`src/rtl/tw_pkg.sv`:
```
// Shared types for the three-weight pattern generator.
// Holds the weight code encoding and its decode into set/clear controls.
package tw_pkg;

    // 2-bit weight code per output bit per session
    typedef enum logic [1:0] {
        WT_RAND   = 2'b00,
        WT_ZERO   = 2'b01,
        WT_ONE    = 2'b10,
        WT_RAND_X = 2'b11
    } weight_e;

    // Force controls for one A/B bit pair, seen from register A
    typedef struct packed {
        logic set_a;
        logic clr_a;
    } force_t;

    // Map a weight code to the set/clear pair; unused code acts as random
    function automatic force_t decode_weight(input logic [1:0] code);
        force_t f;
        f = '0;
        case (weight_e'(code))
            WT_ONE:  f.set_a = 1'b1;
            WT_ZERO: f.clr_a = 1'b1;
            default: f = '0;
        endcase
        return f;
    endfunction

endpackage

```
`src/rtl/tw_session_ctrl.sv`:
```
// Session sequencer.
// Counts SESSION_LEN clocks per session across SESSIONS sessions and
// raises done after the last one. It tells the datapath when to load,
// when to advance, and whose forcing applies to the value being written.
// Assumes SESSIONS >= 1 and SESSION_LEN >= 1.
module tw_session_ctrl #(
    parameter int SESSIONS    = 2,
    parameter int SESSION_LEN = 8,
    parameter int SW          = 1,
    parameter int CW          = 3
) (
    input  logic          clk,
    input  logic          rst_n,
    input  logic          start,
    output logic          load,
    output logic          step,
    output logic [SW-1:0] apply_sess,
    output logic [SW-1:0] sess_q,
    output logic          busy_q,
    output logic          done_q
);

    logic [CW-1:0] cnt_q;
    logic          last_in_sess;
    logic          last_sess;
    logic          final_cyc;

    // Decode the position inside the run
    always_comb begin
        load         = start && !busy_q;
        last_in_sess = busy_q && (cnt_q == CW'(SESSION_LEN - 1));
        last_sess    = (sess_q == SW'(SESSIONS - 1));
        final_cyc    = last_in_sess && last_sess;
        step         = busy_q && !final_cyc;
    end

    // Pick the session whose forcing the next register value carries
    always_comb begin
        if (load)
            apply_sess = '0;
        else if (last_in_sess)
            apply_sess = sess_q + SW'(1);
        else
            apply_sess = sess_q;
    end

    // Run, session and cycle-count state
    always_ff @(posedge clk) begin
        if (!rst_n) begin
            busy_q <= 1'b0;
            done_q <= 1'b0;
            sess_q <= '0;
            cnt_q  <= '0;
        end else if (load) begin
            busy_q <= 1'b1;
            done_q <= 1'b0;
            sess_q <= '0;
            cnt_q  <= '0;
        end else if (busy_q) begin
            if (final_cyc) begin
                busy_q <= 1'b0;
                done_q <= 1'b1;
            end else if (last_in_sess) begin
                sess_q <= sess_q + SW'(1);
                cnt_q  <= '0;
            end else begin
                cnt_q  <= cnt_q + CW'(1);
            end
        end
    end

endmodule

```
`src/rtl/tw_force_decode.sv`:
```
// Weight decoder.
// Selects the weight codes of one session from the table and expands
// them into per-bit set/clear vectors for register A. Register B uses
// the same lines crossed over. Assumes sel < SESSIONS.
module tw_force_decode #(
    parameter int WIDTH    = 5,
    parameter int SESSIONS = 2,
    parameter int SW       = 1
) (
    input  logic [2*SESSIONS*WIDTH-1:0] weight_table,
    input  logic [SW-1:0]               sel,
    output logic [WIDTH-1:0]            set_vec,
    output logic [WIDTH-1:0]            clr_vec
);
    import tw_pkg::*;

    for (genvar i = 0; i < WIDTH; i++) begin : g_bit
        logic [1:0] code;
        force_t     fv;

        // Multiplex this bit's code out of the selected session
        always_comb begin
            code = 2'b00;
            for (int s = 0; s < SESSIONS; s++) begin
                if (sel == SW'(s))
                    code = weight_table[2*(s*WIDTH+i) +: 2];
            end
            fv = decode_weight(code);
        end

        assign set_vec[i] = fv.set_a;
        assign clr_vec[i] = fv.clr_a;
    end

endmodule

```
`src/rtl/tw_adder.sv`:
```
// Accumulator adder.
// Plain WIDTH-bit adder with no carry-in and the carry-out dropped. The
// USE_PREFIX parameter picks a ripple chain or a parallel-prefix carry
// network; the sums are identical. Assumes WIDTH >= 2.
module tw_adder #(
    parameter int WIDTH      = 5,
    parameter bit USE_PREFIX = 1'b0
) (
    input  logic [WIDTH-1:0] a,
    input  logic [WIDTH-1:0] b,
    output logic [WIDTH-1:0] sum
);

    logic [WIDTH-1:0] gen;
    logic [WIDTH-1:0] prop;
    logic [WIDTH-1:0] carry_in;

    // Carry into each bit through a serial chain
    function automatic logic [WIDTH-1:0] ripple_carries(
        input logic [WIDTH-1:0] g,
        input logic [WIDTH-1:0] p
    );
        logic [WIDTH-1:0] c;
        c = '0;
        for (int i = 1; i < WIDTH; i++)
            c[i] = g[i-1] | (p[i-1] & c[i-1]);
        return c;
    endfunction

    // Carry into each bit through log2(WIDTH) levels of prefix combining
    function automatic logic [WIDTH-1:0] prefix_carries(
        input logic [WIDTH-1:0] g,
        input logic [WIDTH-1:0] p
    );
        logic [WIDTH-1:0] gx;
        logic [WIDTH-1:0] px;
        gx = g;
        px = p;
        for (int d = 1; d < WIDTH; d = d * 2) begin
            gx = gx | (px & (gx << d));
            px = px & (px << d);
        end
        return {gx[WIDTH-2:0], 1'b0};
    endfunction

    // Bitwise generate and propagate terms
    always_comb begin
        gen  = a & b;
        prop = a ^ b;
    end

    if (USE_PREFIX) begin : g_prefix
        // Parallel-prefix carry network
        always_comb carry_in = prefix_carries(gen, prop);
    end else begin : g_ripple
        // Ripple carry chain
        always_comb carry_in = ripple_carries(gen, prop);
    end

    // Sum bits
    always_comb sum = prop ^ carry_in;

endmodule

```
`src/rtl/tw_acc_bit.sv`:
```
// One accumulator bit pair.
// Holds A[i] and B[i]. A write takes the adder sum into A, or 0 on the
// load write. Set/clear dominate: set forces A=1, B=0 and clear forces
// A=0, B=1, so the adder stage passes its carry straight through.
// B otherwise takes the operand bit. Set and clear are never both high.
module tw_acc_bit (
    input  logic clk,
    input  logic rst_n,
    input  logic wr,
    input  logic clear_free,
    input  logic set_a,
    input  logic clr_a,
    input  logic sum_bit,
    input  logic op_bit,
    output logic a_q,
    output logic b_q
);

    // Pattern bit with synchronous set/clear override
    always_ff @(posedge clk) begin
        if (!rst_n)
            a_q <= 1'b0;
        else if (wr) begin
            if (set_a)
                a_q <= 1'b1;
            else if (clr_a)
                a_q <= 1'b0;
            else
                a_q <= clear_free ? 1'b0 : sum_bit;
        end
    end

    // Operand bit, its set/clear lines crossed relative to A
    always_ff @(posedge clk) begin
        if (!rst_n)
            b_q <= 1'b0;
        else if (wr) begin
            if (set_a)
                b_q <= 1'b0;
            else if (clr_a)
                b_q <= 1'b1;
            else
                b_q <= op_bit;
        end
    end

endmodule

```
`src/rtl/tw_pattern_gen.sv`:
```
// Three-weight accumulator pattern generator (top).
// Register A plus register B feed an unmodified adder, and A takes the
// sum every clock. Per-session set/clear vectors pin chosen bits of A
// to 0 or 1 by writing complementary values into B, so those stages
// pass their carry through. The operand constant is captured at start.
// Assumes WIDTH >= 2, SESSIONS >= 1, SESSION_LEN >= 1.
module tw_pattern_gen #(
    parameter int WIDTH       = 5,
    parameter int SESSIONS    = 2,
    parameter int SESSION_LEN = 8,
    parameter bit USE_PREFIX  = 1'b0,
    localparam int SW = (SESSIONS > 1) ? $clog2(SESSIONS) : 1,
    localparam int CW = (SESSION_LEN > 1) ? $clog2(SESSION_LEN) : 1,
    localparam int TW = 2 * SESSIONS * WIDTH
) (
    input  logic             clk,
    input  logic             rst_n,
    input  logic             start,
    input  logic [WIDTH-1:0] addend,
    input  logic [TW-1:0]    weight_table,
    output logic [WIDTH-1:0] pattern,
    output logic [SW-1:0]    session_idx,
    output logic             done
);

    logic             load;
    logic             step;
    logic             wr;
    logic             busy;
    logic [SW-1:0]    apply_sess;
    logic [WIDTH-1:0] force_set;
    logic [WIDTH-1:0] force_clr;
    logic [WIDTH-1:0] acc_q;
    logic [WIDTH-1:0] opnd_q;
    logic [WIDTH-1:0] sum;
    logic [WIDTH-1:0] op_hold_q;
    logic [WIDTH-1:0] op_src;

    tw_session_ctrl #(
        .SESSIONS   (SESSIONS),
        .SESSION_LEN(SESSION_LEN),
        .SW         (SW),
        .CW         (CW)
    ) u_ctrl (
        .clk       (clk),
        .rst_n     (rst_n),
        .start     (start),
        .load      (load),
        .step      (step),
        .apply_sess(apply_sess),
        .sess_q    (session_idx),
        .busy_q    (busy),
        .done_q    (done)
    );

    tw_force_decode #(
        .WIDTH   (WIDTH),
        .SESSIONS(SESSIONS),
        .SW      (SW)
    ) u_dec (
        .weight_table(weight_table),
        .sel         (apply_sess),
        .set_vec     (force_set),
        .clr_vec     (force_clr)
    );

    tw_adder #(
        .WIDTH     (WIDTH),
        .USE_PREFIX(USE_PREFIX)
    ) u_add (
        .a  (acc_q),
        .b  (opnd_q),
        .sum(sum)
    );

    // Any register write: the load or a step
    always_comb wr = load || step;

    // Capture the operand constant when a run starts
    always_ff @(posedge clk) begin
        if (!rst_n)
            op_hold_q <= '0;
        else if (load)
            op_hold_q <= addend;
    end

    // B's free bits take the live operand on the load, the held copy after
    always_comb op_src = load ? addend : op_hold_q;

    for (genvar i = 0; i < WIDTH; i++) begin : g_cell
        tw_acc_bit u_bit (
            .clk       (clk),
            .rst_n     (rst_n),
            .wr        (wr),
            .clear_free(load),
            .set_a     (force_set[i]),
            .clr_a     (force_clr[i]),
            .sum_bit   (sum[i]),
            .op_bit    (op_src[i]),
            .a_q       (acc_q[i]),
            .b_q       (opnd_q[i])
        );
    end

    assign pattern = acc_q;

endmodule

```
`config.mk`:
```
export PLATFORM = sky130hd
export DESIGN_NAME = tw_pattern_gen
export DESIGN_NICKNAME = d
export VERILOG_FILES = /design/src/rtl/tw_pkg.sv /design/src/rtl/tw_session_ctrl.sv /design/src/rtl/tw_force_decode.sv /design/src/rtl/tw_adder.sv /design/src/rtl/tw_acc_bit.sv /design/src/rtl/tw_pattern_gen.sv
export SDC_FILE = /design/constraint.sdc
export NUM_CORES = 1
export LEC_CHECK = 0
export ABC_AREA = 1
export BUFFER_PORTS_ARGS = -buffer_cell sky130_fd_sc_hd__buf_2
export CORE_ASPECT_RATIO = 1.4
export CORE_UTILIZATION = 38
export DETAILED_ROUTE_END_ITERATION = 8
export GPL_TIMING_DRIVEN = 0
export PLACE_DENSITY_LB_ADDON = 0.25
export SLEW_MARGIN = 40
export SYNTH_ARGS = -nofsm -noshare
export SYNTH_HDL_FRONTEND = slang
export SYNTH_SLANG_ARGS = --single-unit
```
`constraint.sdc`:
```
create_clock -name clk -period 2.6 [get_ports clk]
set_clock_uncertainty 0.05 [all_clocks]
set_input_delay 0.78 -clock clk [delete_from_list [all_inputs] [get_ports clk]]
set_output_delay 0.78 -clock clk [all_outputs]
set_load 0.02 [all_outputs]
```
==> summary.txt, run 1 <==
Final layout
  • Multi-input logic area: 796 µm²
  • Final Net Count: 295
  • Non-filler cells, final: 299
  • Fillers: 389
  • Layout cells sized above 1: 0.232
  • # diodes: 0
  • P&R area growth vs syn: 18.9%
  • Reg area: 420 µm²
  • Finished Cell Area: 0.00169 mm²

Die
  • Die Width: 53.7 µm
  • Chip height: 74.4 µm
  • Core Footprint: 0.00347 mm²
  • Die area: 0.00400 mm²
  • Starting Density: 0.410
  • # IOs: 35
  • FP Rows: 25

Synthesis
  • Synth area leader: dfxtp_1
  • Post-synth top area share: 0.296
  • Syn avg cell area: 6.44 µm²
  • Register bit total from synthesis: 21
  • Post-synth cell types: 20
  • Top cells by area, synth: dfxtp_1, nand2_1, inv_1
  • Synthesized cell area: 0.00142 mm²
  • Syn Inst Count: 221
  • Register area share after synthesis: 0.296
  • Post-Syn Nets: 256
  • Synth Warn #: 0

Routing
  • Routed Antenna Nets: 0
  • DRC Markers: 0
  • Initial DRC count: 43
  • Pre-antenna DRT Iters: 4
  • Vias: 1,442
  • Final WL: 3400 µm
  • DR vias/cell: 4.82
  • WL/cell: 11.4 µm

Critical path
  • Reg-to-reg endpoint: g_cell[4].u_bit.a_q
  • Crit-path leading delay family: adder cells
  • CP peak stage delay: 0.45 ns
  • WP buf/inv: 1
  • Worst setup SP type: flop
  • R2R cell count: 10
  • Crit path cell chain: ha_1 -> inv_1 -> fa_1 -> fa_1 -> fa_1 -> nand3_1 -> nand2_1 -> nor2_1 -> nand2_1 -> a21oi_1
  • Arrival time at the worst endpoint: 2.50 ns
  • Top cell by count, worst path: fa_1
  • R2r startpoint: g_cell[0].u_bit.a_q
  • Crit path max-delay cell type: fa_1
  • Worst endpoint required time: 2.75 ns
  • Crit path capture type: flop
  • Max FO, Critical Path: 3
  • Flop2flop setup slack: 0.25 ns
  • Classification of the worst setup path: flop to flop

Placement
  • Final estimated routing congestion in global placement: 0.780
  • Hpwl dp: 2620 µm
  • Placed instance count: 295
  • PortBufs: 34
  • Post-DP Area: 0.00164 mm²

Power
  • Power after layout: 823 µW
  • Cell Pwr Density: 486 mW/mm²
  • LEAKAGE: 0.952 nW
  • Max VDD drop: 0.269 mV

GRT
  • First-pass GRT wire length: 5710 µm
  • Vias in the first global route: 1,358
  • Largest net degree at the start of global routing: 14
  • All-layer global routing usage: 0.194
  • Total gr overflow: 0
  • Initial antenna violation count: 0

STA
  • Final Hold Fails: 0
  • Sum of negative setup slack: 0 ns
  • Setup-failing EPs final: 0
  • Final Slew Violations: 0
  • Slew @ Worst Pin: 0.266 ns
  • Tcrit/Tclk final: 0.902
  • Max-Slew Margin vs Limit: 0.821
  • RSZ-0062 raised after global routing: no
  • Fin crit period: 2.35 ns
  • Highest Clock Rate: 426 MHz

Worst hold path
  • Hold Path Class: flop to flop
  • Hold path depth: 2
  • Hold path endpoint: u_ctrl.cnt_q[2]
  • Hold path start: u_ctrl.cnt_q[2]

Clock tree
  • Worst skew pair latency: 0.26 ns
  • Clock Pin Slew Worst Setup and Hold Paths: 0.09 ns
  • Clock Path Buffers: 2
  • Post-CTS setup buffers: 0
  • Hold_buf cts: 0
  • Post-CTS Resized: 0
  • TritonCTS clock tree: yes
  • Clock tree root driver cell: clkbuf_8
  • CTS buffer count: 3
  • H-tree levels: 1
  • # clock sinks: 21

Job
  • Max-Cap Viols: 0

Outcome
  • Status: complete, no violations
-- area by class of cell --
| type | count | share of cell area |
|---|---|---|
| Inverter | 34 | 0.0754 |
| Tap cell | 40 | 0.0296 |
| Clock inverter | 1 | 0.00444 |
| Multi-Input combinational cell | 155 | 0.470 |
| Sequential cell | 21 | 0.249 |
| Buffer | 11 | 0.0466 |
| Timing Repair Buffer | 34 | 0.101 |
| Clock buffer | 3 | 0.0244 |
-- Yosys cell counts, drive strengths merged --
cell / number
nor2: 11
nand3b: 6
ha: 4
inv: 34
a21oi: 20
nand2: 74
fa: 3
or2: 3
buf: 11
o211a: 1
dfxtp: 21
o21ai: 13
nand3: 20
-- placed cells by master, fill, tap and decap left out --
cell        synthesis  final
buf_2               3     37
clkinvlp_4          0      1
nand2_2             1      1
fa_1                3      3
o211a_1             1      1
inv_1              31     31
inv_2               3      3
or2_2               2      2
a21oi_2             2      2
nand3_1            20     20
nand2_1            71     71
o21ai_0            13     13
clkbuf_8            0      3
a21oi_1            18     18
or2_4               1      1
nand3b_1            6      6
buf_4               7      7
buf_6               1      1
ha_1                4      4
nor2_1             11     11
nand2_4             2      2
dfxtp_1            21     21
-- worst max-delay path by stage --
| stage | from | end | depth (start not counted) |
|---|---|---|---|
| final | g_cell[0].u_bit.a_q | g_cell[4].u_bit.a_q | 10 |
| after global routing | g_cell[0].u_bit.a_q | g_cell[4].u_bit.a_q | 10 |
| after CTS | g_cell[0].u_bit.a_q | g_cell[4].u_bit.a_q | 10 |
| after detailed placement | g_cell[0].u_bit.a_q | g_cell[4].u_bit.a_q | 10 |
| after global placement | g_cell[0].u_bit.a_q | g_cell[4].u_bit.a_q | 10 |
| after floorplan | g_cell[0].u_bit.a_q | g_cell[4].u_bit.a_q | 10 |
-- kinds of logic after synthesis --
family          Yosys count  synth area share
flops                    21             0.296
compound gates           34             0.128
simple gates            114             0.354
fa+ha+maj                 7            0.0774
buf+inv                  45             0.145
-- metrics by stage --
step	worst slack, ns	util	hold slack, ns
CTS	0.242	0.487	0.424
floorplan	0.426	-	0.395
detailed placement	0.271	0.473	0.411
finish	0.255	0.487	0.420
global placement	0.284	0.473	0.407
global route	0.0848	0.487	0.445
-- state kept, by name, indices dropped and copies added, names as in the netlist --
register / cells
u_ctrl.sess_q: 1
u_ctrl.busy_q: 1
u_ctrl.cnt_q: 3
g_cell.u_bit.b_q: 5
op_hold_q: 5
g_cell.u_bit.a_q: 5
u_ctrl.done_q: 1
-- power breakdown --
| group | internal (mW) | switching [mW] | leakage (nW) | total (mW) |
|---|---|---|---|---|
| Combinational | 0.0940 | 0.142 | 0.757 | 0.236 |
| Sequential | 0.349 | 0.0164 | 0.173 | 0.365 |
| Clock | 0.108 | 0.114 | 0.0217 | 0.222 |
| Total | 0.551 | 0.272 | 0.952 | 0.823 |
-- worst reg2reg max path: stages (launching register included) --
cell and delay (ns):
dfxtp_1 0.36, ha_1 0.15, inv_1 0.04, fa_1 0.38, fa_1 0.41, fa_1 0.45, nand3_1 0.09, nand2_1 0.05
nor2_1 0.12, nand2_1 0.06, a21oi_1 0.14
-- layer usage --
layer  up-vias  global-route usage  routed length (µm)  share of wire
li1        763                   -                   -              -
met1       641               0.221                1440           0.42
met2        29               0.350                1760           0.52
met3         9              0.0307                 114          0.034
met4         0              0.0731                  84          0.025
met5         -                   0                   0              0
(Power assumes the default switching activity.)
==> run 2, diff against run 1 <==
Settings changed: ABC_AREA 1 to 0, SLEW_MARGIN 40 to 20.
==> run 2 against run 1 <==
  * Final area shrank 8.3%
  * Combinational power shrank 17%
  * Non-clock buffer count grew 1
  * Critical path type unchanged
  * Highest routed layer unchanged
==> summary.txt, run 2 <==
Clock tree
  • CTS buffer count: 3 (unchanged)
  • Worst skew pair latency: 0.27 ns (was 0.26 ns)
  • # clock sinks: 21 (unchanged)
  • Clock tree root driver cell: clkbuf_8 (unchanged)
  • Hold_buf cts: 0 (unchanged)
  • Clock Pin Slew Worst Setup and Hold Paths: 0.09 ns (about the same)
  • TritonCTS clock tree: yes (unchanged)
  • Clock Path Buffers: 2 (unchanged)
  • H-tree levels: 1 (unchanged)

Die
  • Chip height: 70.0 µm (was 74.4 µm)
  • Core Footprint: 0.00312 mm² (was 0.00347 mm²)
  • Die area: 0.00354 mm² (was 0.00400 mm²)
  • Die Width: 50.5 µm (was 53.7 µm)
  • FP Rows: 24 (was 25)
  • Starting Density: 0.401 (was 0.410)
  • # IOs: 35 (unchanged)

Placement
  • PortBufs: 34 (unchanged)
  • Post-DP Area: 0.00147 mm² (was 0.00164 mm²)
  • Hpwl dp: 2080 µm (was 2620 µm)
  • Final estimated routing congestion in global placement: 0.767 (was 0.780)
  • Placed instance count: 212 (was 295)

Synthesis
  • Async set-reset flop share out of synthesis: 0 (unchanged)
  • Register area share after synthesis: 0.335 (was 0.296)
  • Synth area leader: dfxtp_1 (unchanged)
  • Post-Syn Nets: 174 (was 256)
  • Syn avg cell area: 9.02 µm² (was 6.44 µm²)
  • Post-synth top area share: 0.335 (was 0.296)
  • Synth Warn #: 0 (unchanged)
  • Number of synthesized flops with an enable pin: 0 (unchanged)
  • Synthesized cell area: 0.00125 mm² (was 0.00142 mm²)
  • Post-synth cell types: 37 (was 20)
  • Top post-synthesis cells by count: dfxtp_1, nand2_1, o21ai_0 (was nand2_1, inv_1, dfxtp_1)
  • Top_reg_cell synth: dfxtp_1 (unchanged)
  • Syn Inst Count: 139 (was 221)
  • Register bit total from synthesis: 21 (unchanged)
  • Most frequent cell after synthesis: dfxtp_1 (was nand2_1)
  • Top cells by area, synth: dfxtp_1, mux2i_1, fa_1 (was dfxtp_1, nand2_1, inv_1)

Final layout
  • Non-filler cells, final: 216 (was 299)
  • Most frequent cells in the layout: buf_2, dfxtp_1, nand2_1, o21ai_0 (was nand2_1, buf_2, inv_1, dfxtp_1, nand3_1)
  • Largest regs: g_cell.u_bit.a_q x5, g_cell.u_bit.b_q x5, op_hold_q x5 (unchanged)
  • Finished Cell Area: 0.00155 mm² (was 0.00169 mm²)
  • Layout Utilization: 0.497 (was 0.487)
  • Layout cells sized above 1: 0.362 (was 0.232)
  • Final Net Count: 213 (was 295)
  • # diodes: 0 (unchanged)
  • Most common cell after layout, fill and taps aside: buf_2 (was nand2_1)
  • P&R area growth vs syn: 23.8% (was 18.9%)

STA
  • Worst hold slack: 0.462 ns (was 0.420 ns)
  • Max-Slew Margin vs Limit: 0.715 (was 0.821)
  • Highest Clock Rate: 397 MHz (was 426 MHz)
  • Sum of negative setup slack: 0 ns (unchanged)
  • Slew @ Worst Pin: 0.428 ns (was 0.266 ns)
  • Fin crit period: 2.52 ns (was 2.35 ns)
  • RSZ-0062 raised after global routing: no (unchanged)
  • Tcrit/Tclk final: 0.969 (was 0.902)
  • Setup-failing EPs final: 0 (unchanged)
  • Final Hold Fails: 0 (unchanged)
  • Final Slew Violations: 0 (unchanged)

Power
  • Cell Pwr Density: 503 mW/mm² (was 486 mW/mm²)
  • Max VDD drop: 0.363 mV (was 0.269 mV)
  • LEAKAGE: 0.724 nW (was 0.952 nW)

Critical path
  • Arrival time at the worst endpoint: 2.68 ns (was 2.50 ns)
  • Max FO, Critical Path: 3 (unchanged)
  • Crit path capture type: flop (unchanged)
  • Worst endpoint required time: 2.76 ns (was 2.75 ns)
  • Classification of the worst setup path: flop to flop (unchanged)
  • Worst setup SP type: flop (unchanged)

Routing
  • Vias: 1,083 (was 1,442)
  • DRC Markers: 0 (unchanged)
  • DR vias/cell: 5.01 (was 4.82)
  • Routed Antenna Nets: 0 (unchanged)
  • Initial DRC count: 27 (was 43)
  • Pre-antenna DRT Iters: 5 (was 4)
  • Final WL: 2690 µm (was 3400 µm)
  • WL/cell: 12.4 µm (was 11.4 µm)

GRT
  • Vias in the first global route: 1,079 (was 1,358)
  • Largest net degree at the start of global routing: 13 (was 14)
  • Initial antenna violation count: 0 (unchanged)
  • First-pass GRT wire length: 4650 µm (was 5710 µm)
  • All-layer global routing usage: 0.170 (was 0.194)
  • Total gr overflow: 0 (unchanged)

Outcome
  • Status: complete, no violations (unchanged)

Worst hold path
  • Hold Path Class: flop to flop (unchanged)

Job
  • Max-Cap Viols: 0 (unchanged)
run 2: cell count changes after synthesis, moves of 9 or more:
cell	delta
nand3_1	-20
nor2b_1	+9
a21oi_1	-9
nand2_1	-60
mux2i_1	+9
inv_1	-23
run 2: worst paths after layout:
path,from,to,slack (ns),cells past startpoint
hold reg to reg,op_hold_q[1],op_hold_q[1],0.46,2
setup reg to reg,g_cell[0].u_bit.a_q,g_cell[4].u_bit.a_q,0.08,10
hold / removal,op_hold_q[1],op_hold_q[1],0.46,2
setup / recovery,g_cell[0].u_bit.a_q,g_cell[4].u_bit.a_q,0.08,10
run 2: final cells by class:
class	instances	area, µm²
clock buffers	3	41.3
well taps	39	48.8
plain buffers	12	81.3
clock inverters	1	5.00
inverters	8	30.0
multi-input cells	98	749
fillers	325	1570
flip-flops and latches	21	425
repair buffers	34	170
run 2: kinds of logic after synthesis:
logic type,synth area share
AO/OA/AOI/OAI,0.152
XOR/XNOR,0.0140
adder cells (fa/ha/maj),0.114
buffers and inverters,0.0888
flip-flops,0.335
multiplexers,0.114
AND/OR/NAND/NOR,0.183
run 2: per-layer routing:
| metal | vias to the layer above | part of all wire | track usage |
|---|---|---|---|
| li1 | 550 | - | - |
| met5 | - | 0 | 0 |
| met3 | 4 | 0.032 | 0.0174 |
| met4 | 0 | 0.013 | 0.0679 |
| met1 | 502 | 0.44 | 0.196 |
| met2 | 27 | 0.52 | 0.308 |
run 2: repair_timing:
item | in CTS | in global routing
setup endpoints to repair | 1 | 1
hold endpoints to repair | 0 | 0
pin swaps | 7 | 8
gates resized for setup | 4 | 6
setup buffers | 0 | 0
run 2: power breakdown:
| part | switching (mW) | internal, mW | leakage [nW] |
|---|---|---|---|
| clock | 0.113 | 0.107 | 0.0255 |
| combinational | 0.101 | 0.0959 | 0.525 |
| sequential | 0.0162 | 0.348 | 0.174 |
| total | 0.231 | 0.551 | 0.724 |
run 2: per-stage QoR:
| stage | worst slack [ns] | total power [mW] |
|---|---|---|
| finish | 0.0814 | 0.781 |
| global route | 0.00447 | 0.825 |
| CTS | 0.00415 | 0.776 |
| detailed placement | -0.177 | 0.561 |
| global placement | -0.141 | 0.554 |
| floorplan | 0.0142 | 0.502 |
run 2: worst max-delay path: stages, from the launching register on:
cell     delay, ns
dfxtp_4       0.37
ha_4          0.12
inv_2         0.03
fa_2          0.34
fa_2          0.36
fa_2          0.38
xor2_2        0.16
xnor2_1       0.15
nand2_1       0.09
maj3_2        0.32
a21oi_2       0.11
==> run 3, diff against run 2 <==
Settings changed: SKIP_CTS_REPAIR_TIMING set to 1, SYNTH_HIERARCHICAL set to 1.
==> run 3 against run 2 <==
  * Worst hold slack worse by 0.036 ns
  * Utilization down 0.82 points
  * Sequential power about the same
  * Synthesized area up 2.7%
  * Highest routed layer unchanged
  * Sequential share of layout area down 0.39 points
  * Critical endpoint is now g_cell[4].u_bit/a_q
==> summary.txt, run 3 <==
Clock tree
  • Worst skew pair latency: 0.26 ns (was 0.27 ns)
  • CTS buffer count: 3 (unchanged)
  • # clock sinks: 21 (unchanged)
  • Clock Pin Slew Worst Setup and Hold Paths: 0.08 ns (was 0.09 ns)
  • TritonCTS clock tree: yes (unchanged)
  • Clock Path Buffers: 2 (unchanged)
  • Clock tree root driver cell: clkbuf_8 (unchanged)
  • H-tree levels: 1 (unchanged)

Critical path
  • Classification of the worst setup path: flop to flop (unchanged)
  • Worst setup SP type: flop (unchanged)
  • Arrival time at the worst endpoint: 2.61 ns (was 2.68 ns)
  • Flop2flop setup slack: 0.14 ns (was 0.08 ns)
  • R2R cell count: 7 (was 10)
  • Worst endpoint required time: 2.75 ns (was 2.76 ns)
  • Worst Setup EP: g_cell[4].u_bit/a_q (was g_cell[4].u_bit.a_q)
  • Reg-to-reg endpoint: g_cell[4].u_bit/a_q (was g_cell[4].u_bit.a_q)
  • R2r startpoint: g_cell[0].u_bit/a_q (was g_cell[0].u_bit.a_q)
  • Crit path capture type: flop (unchanged)
  • Max FO, Critical Path: 3 (unchanged)
  • CP startpoint: g_cell[0].u_bit/a_q (was g_cell[0].u_bit.a_q)

STA
  • Fin crit period: 2.46 ns (was 2.52 ns)
  • Slew @ Worst Pin: 0.395 ns (was 0.428 ns)
  • Tcrit/Tclk final: 0.945 (was 0.969)
  • Final Hold Fails: 0 (unchanged)
  • Final Slew Violations: 0 (unchanged)
  • Highest Clock Rate: 407 MHz (was 397 MHz)
  • Setup-failing EPs final: 0 (unchanged)
  • Max-Slew Margin vs Limit: 0.736 (was 0.715)
  • Sum of negative setup slack: 0 ns (unchanged)
  • RSZ-0062 raised after global routing: no (unchanged)

Synthesis
  • Post-synthesis simple-gate area fraction: 0.228 (was 0.183)
  • Synth area leader: dfxtp_1 (unchanged)
  • Post-synth top area share: 0.327 (was 0.335)
  • Top post-synthesis cells by count: dfxtp_1, inv_1, nand2_1, o21ai_0, a21oi_2 (was dfxtp_1, nand2_1, o21ai_0)
  • Compound-gate portion of the synthesized area: 0.233 (was 0.152)
  • Post-Syn Nets: 164 (was 174)
  • Register area share after synthesis: 0.327 (was 0.335)
  • Synthesized cell area: 0.00129 mm² (was 0.00125 mm²)
  • Syn avg cell area: 9.98 µm² (was 9.02 µm²)
  • Syn Inst Count: 129 (was 139)
  • Register bit total from synthesis: 21 (unchanged)
  • Post-synth cell types: 31 (was 37)
  • Top_reg_cell synth: dfxtp_1 (unchanged)
  • Async set-reset flop share out of synthesis: 0 (unchanged)
  • Largest family of logic cells by synthesized area: compound AO/OA/AOI/OAI gates (was simple AND/OR/NAND/NOR gates)
  • Mux share of post-synthesis cell area: 0.0544 (was 0.114)
  • Post-Synth XOR/XNOR Area: 0.0185 (was 0.0140)
  • Top cells by area, synth: dfxtp_1, o32ai_2, a21oi_2 (was dfxtp_1, mux2i_1, fa_1)
  • Synth Warn #: 6 (was 0)
  • Number of synthesized flops with an enable pin: 0 (unchanged)
  • Most frequent cell after synthesis: dfxtp_1 (unchanged)
  • Post-synthesis adder-cell area fraction: 0.0855 (was 0.114)

GRT
  • Initial antenna violation count: 0 (unchanged)
  • Total gr overflow: 0 (unchanged)
  • First-pass GRT wire length: 4550 µm (was 4650 µm)
  • Largest net degree at the start of global routing: 19 (was 13)
  • Vias in the first global route: 1,121 (was 1,079)
  • All-layer global routing usage: 0.166 (was 0.170)

Die
  • # IOs: 35 (unchanged)
  • Die Width: 51.2 µm (was 50.5 µm)
  • FP Rows: 24 (unchanged)
  • Core Footprint: 0.00318 mm² (was 0.00312 mm²)
  • Die area: 0.00363 mm² (was 0.00354 mm²)
  • Chip height: 70.9 µm (was 70.0 µm)
  • Starting Density: 0.404 (was 0.401)

Final layout
  • Most frequent cells in the layout: buf_2, dfxtp_1, inv_1, o21ai_0, nand2_1 (was buf_2, dfxtp_1, nand2_1, o21ai_0)
  • Final Net Count: 203 (was 213)
  • Non-filler cells, final: 206 (was 216)
  • Layout cells sized above 1: 0.413 (was 0.362)
  • Most common cell after layout, fill and taps aside: buf_2 (unchanged)
  • P&R area growth vs syn: 20.8% (was 23.8%)
  • Largest regs: g_cell.u_bit/a_q x5, g_cell.u_bit/b_q x5, op_hold_q x5 (was g_cell.u_bit.a_q x5, g_cell.u_bit.b_q x5, op_hold_q x5)
  • # diodes: 0 (unchanged)

Routing
  • DRC Markers: 0 (unchanged)
  • Initial DRC count: 13 (was 27)
  • Vias: 1,055 (was 1,083)
  • DR vias/cell: 5.12 (was 5.01)
  • Pre-antenna DRT Iters: 4 (was 5)
  • Final WL: 2620 µm (was 2690 µm)
  • WL/cell: 12.7 µm (was 12.4 µm)
  • Routed Antenna Nets: 0 (unchanged)

Power
  • Fraction of power consumed by the clock network: 0.287 (was 0.282)
  • Reg power frac: 0.487 (was 0.466)
  • Cell Pwr Density: 477 mW/mm² (was 503 mW/mm²)
  • Combinational share of power: 0.226 (was 0.252)
  • LEAKAGE: 0.699 nW (was 0.724 nW)
  • Net Switching: 206 µW (was 231 µW)
  • Internal Power: 536 µW (was 551 µW)
  • Max VDD drop: 0.296 mV (was 0.363 mV)
  • Switching share of power: 0.278 (was 0.295)

Outcome
  • Status: complete, no violations (unchanged)

Placement
  • Placed instance count: 202 (was 212)
  • Hpwl dp: 2060 µm (was 2080 µm)
  • Final estimated routing congestion in global placement: 0.769 (was 0.767)
  • PortBufs: 34 (unchanged)

Job
  • Max-Cap Viols: 0 (unchanged)

Worst hold path
  • Hold Path Class: flop to flop (unchanged)
==> run 3: cell types whose count changed in the layout (fill, tap and decap cells not counted), moves of 5 or more <==
cell      change
mux2i_1       -8
a21oi_1       -8
a21oi_2       +5
a32o_1        +5
a21boi_0      +5
o32ai_2       +5
nor2b_1       -8
or3b_1        +5
==> run 3: kinds of logic (layout without fill, tap and decap cells) <==
kind of cell,count (synthesis),in the layout
flops,21,21
xor+xnor,1,1
fa+ha+maj,7,7
simple gates,45,45
buf+inv,14,52
compound gates,35,35
mux,6,6
==> run 3: per-layer routing <==
metal	vias to the layer above	GRT usage	share of wire
met2	15	0.326	0.57
met1	511	0.167	0.39
met4	0	0.0648	0.013
met5	-	0	0
met3	4	0.0258	0.026
li1	525	-	-
==> run 3: cell type report <==
cell class / count / area, µm²
flip-flops and latches: 21 / 420
fillers: 335 / 1630
repair buffers: 34 / 170
well taps: 39 / 48.8
plain buffers: 2 / 18.8
clock buffers: 3 / 41.3
inverters: 12 / 50.0
clock inverters: 1 / 5.00
multi-input cells: 94 / 801
==> run 3: power groups by stage <==
stage                     Clock, mW  Sequential [mW]  Combinational [mW]
after floorplan                   0            0.377               0.102
after detailed placement          0            0.369               0.169
after CTS                     0.225            0.362               0.170
after global routing          0.235            0.365               0.189
after global placement            0            0.367               0.163
final                         0.213            0.361               0.168
==> run 3: stage by stage <==
stage | setup WS (ns) | utilization | total power [mW] | hold slack, ns | instance area (µm²)
floorplan | 0.139 | - | 0.479 | 0.393 | 1290
global placement | 0.147 | 0.473 | 0.531 | 0.402 | 1510
detailed placement | 0.117 | 0.473 | 0.539 | 0.417 | 1510
CTS | 0.0966 | 0.488 | 0.756 | 0.430 | 1550
global route | 0.0467 | 0.489 | 0.789 | 0.460 | 1560
finish | 0.143 | 0.489 | 0.742 | 0.426 | 1560
==> run 3: worst min path at each step <==
stage | from | endpoint | slack, ns | cells after the start
2_1_floorplan | u_ctrl/cnt_q[2] | u_ctrl/cnt_q[2] | 0.39 | 2
5_1_grt | u_ctrl/cnt_q[1] | u_ctrl/cnt_q[1] | 0.46 | 2
3_5_place_dp | u_ctrl/sess_q | u_ctrl/sess_q | 0.42 | 2
3_3_place_gp | u_ctrl/cnt_q[2] | u_ctrl/cnt_q[2] | 0.40 | 2
4_1_cts | u_ctrl/sess_q | u_ctrl/sess_q | 0.43 | 2
6_report | u_ctrl/sess_q | u_ctrl/sess_q | 0.43 | 2
==> run 3: worst max-delay path, cell delays in order (launching register included) <==
cell,delay (ns)
dfxtp_1,0.33
ha_1,0.21
fa_1,0.39
fa_2,0.35
fa_1,0.38
xor3_1,0.21
or3b_1,0.36
a21oi_2,0.11
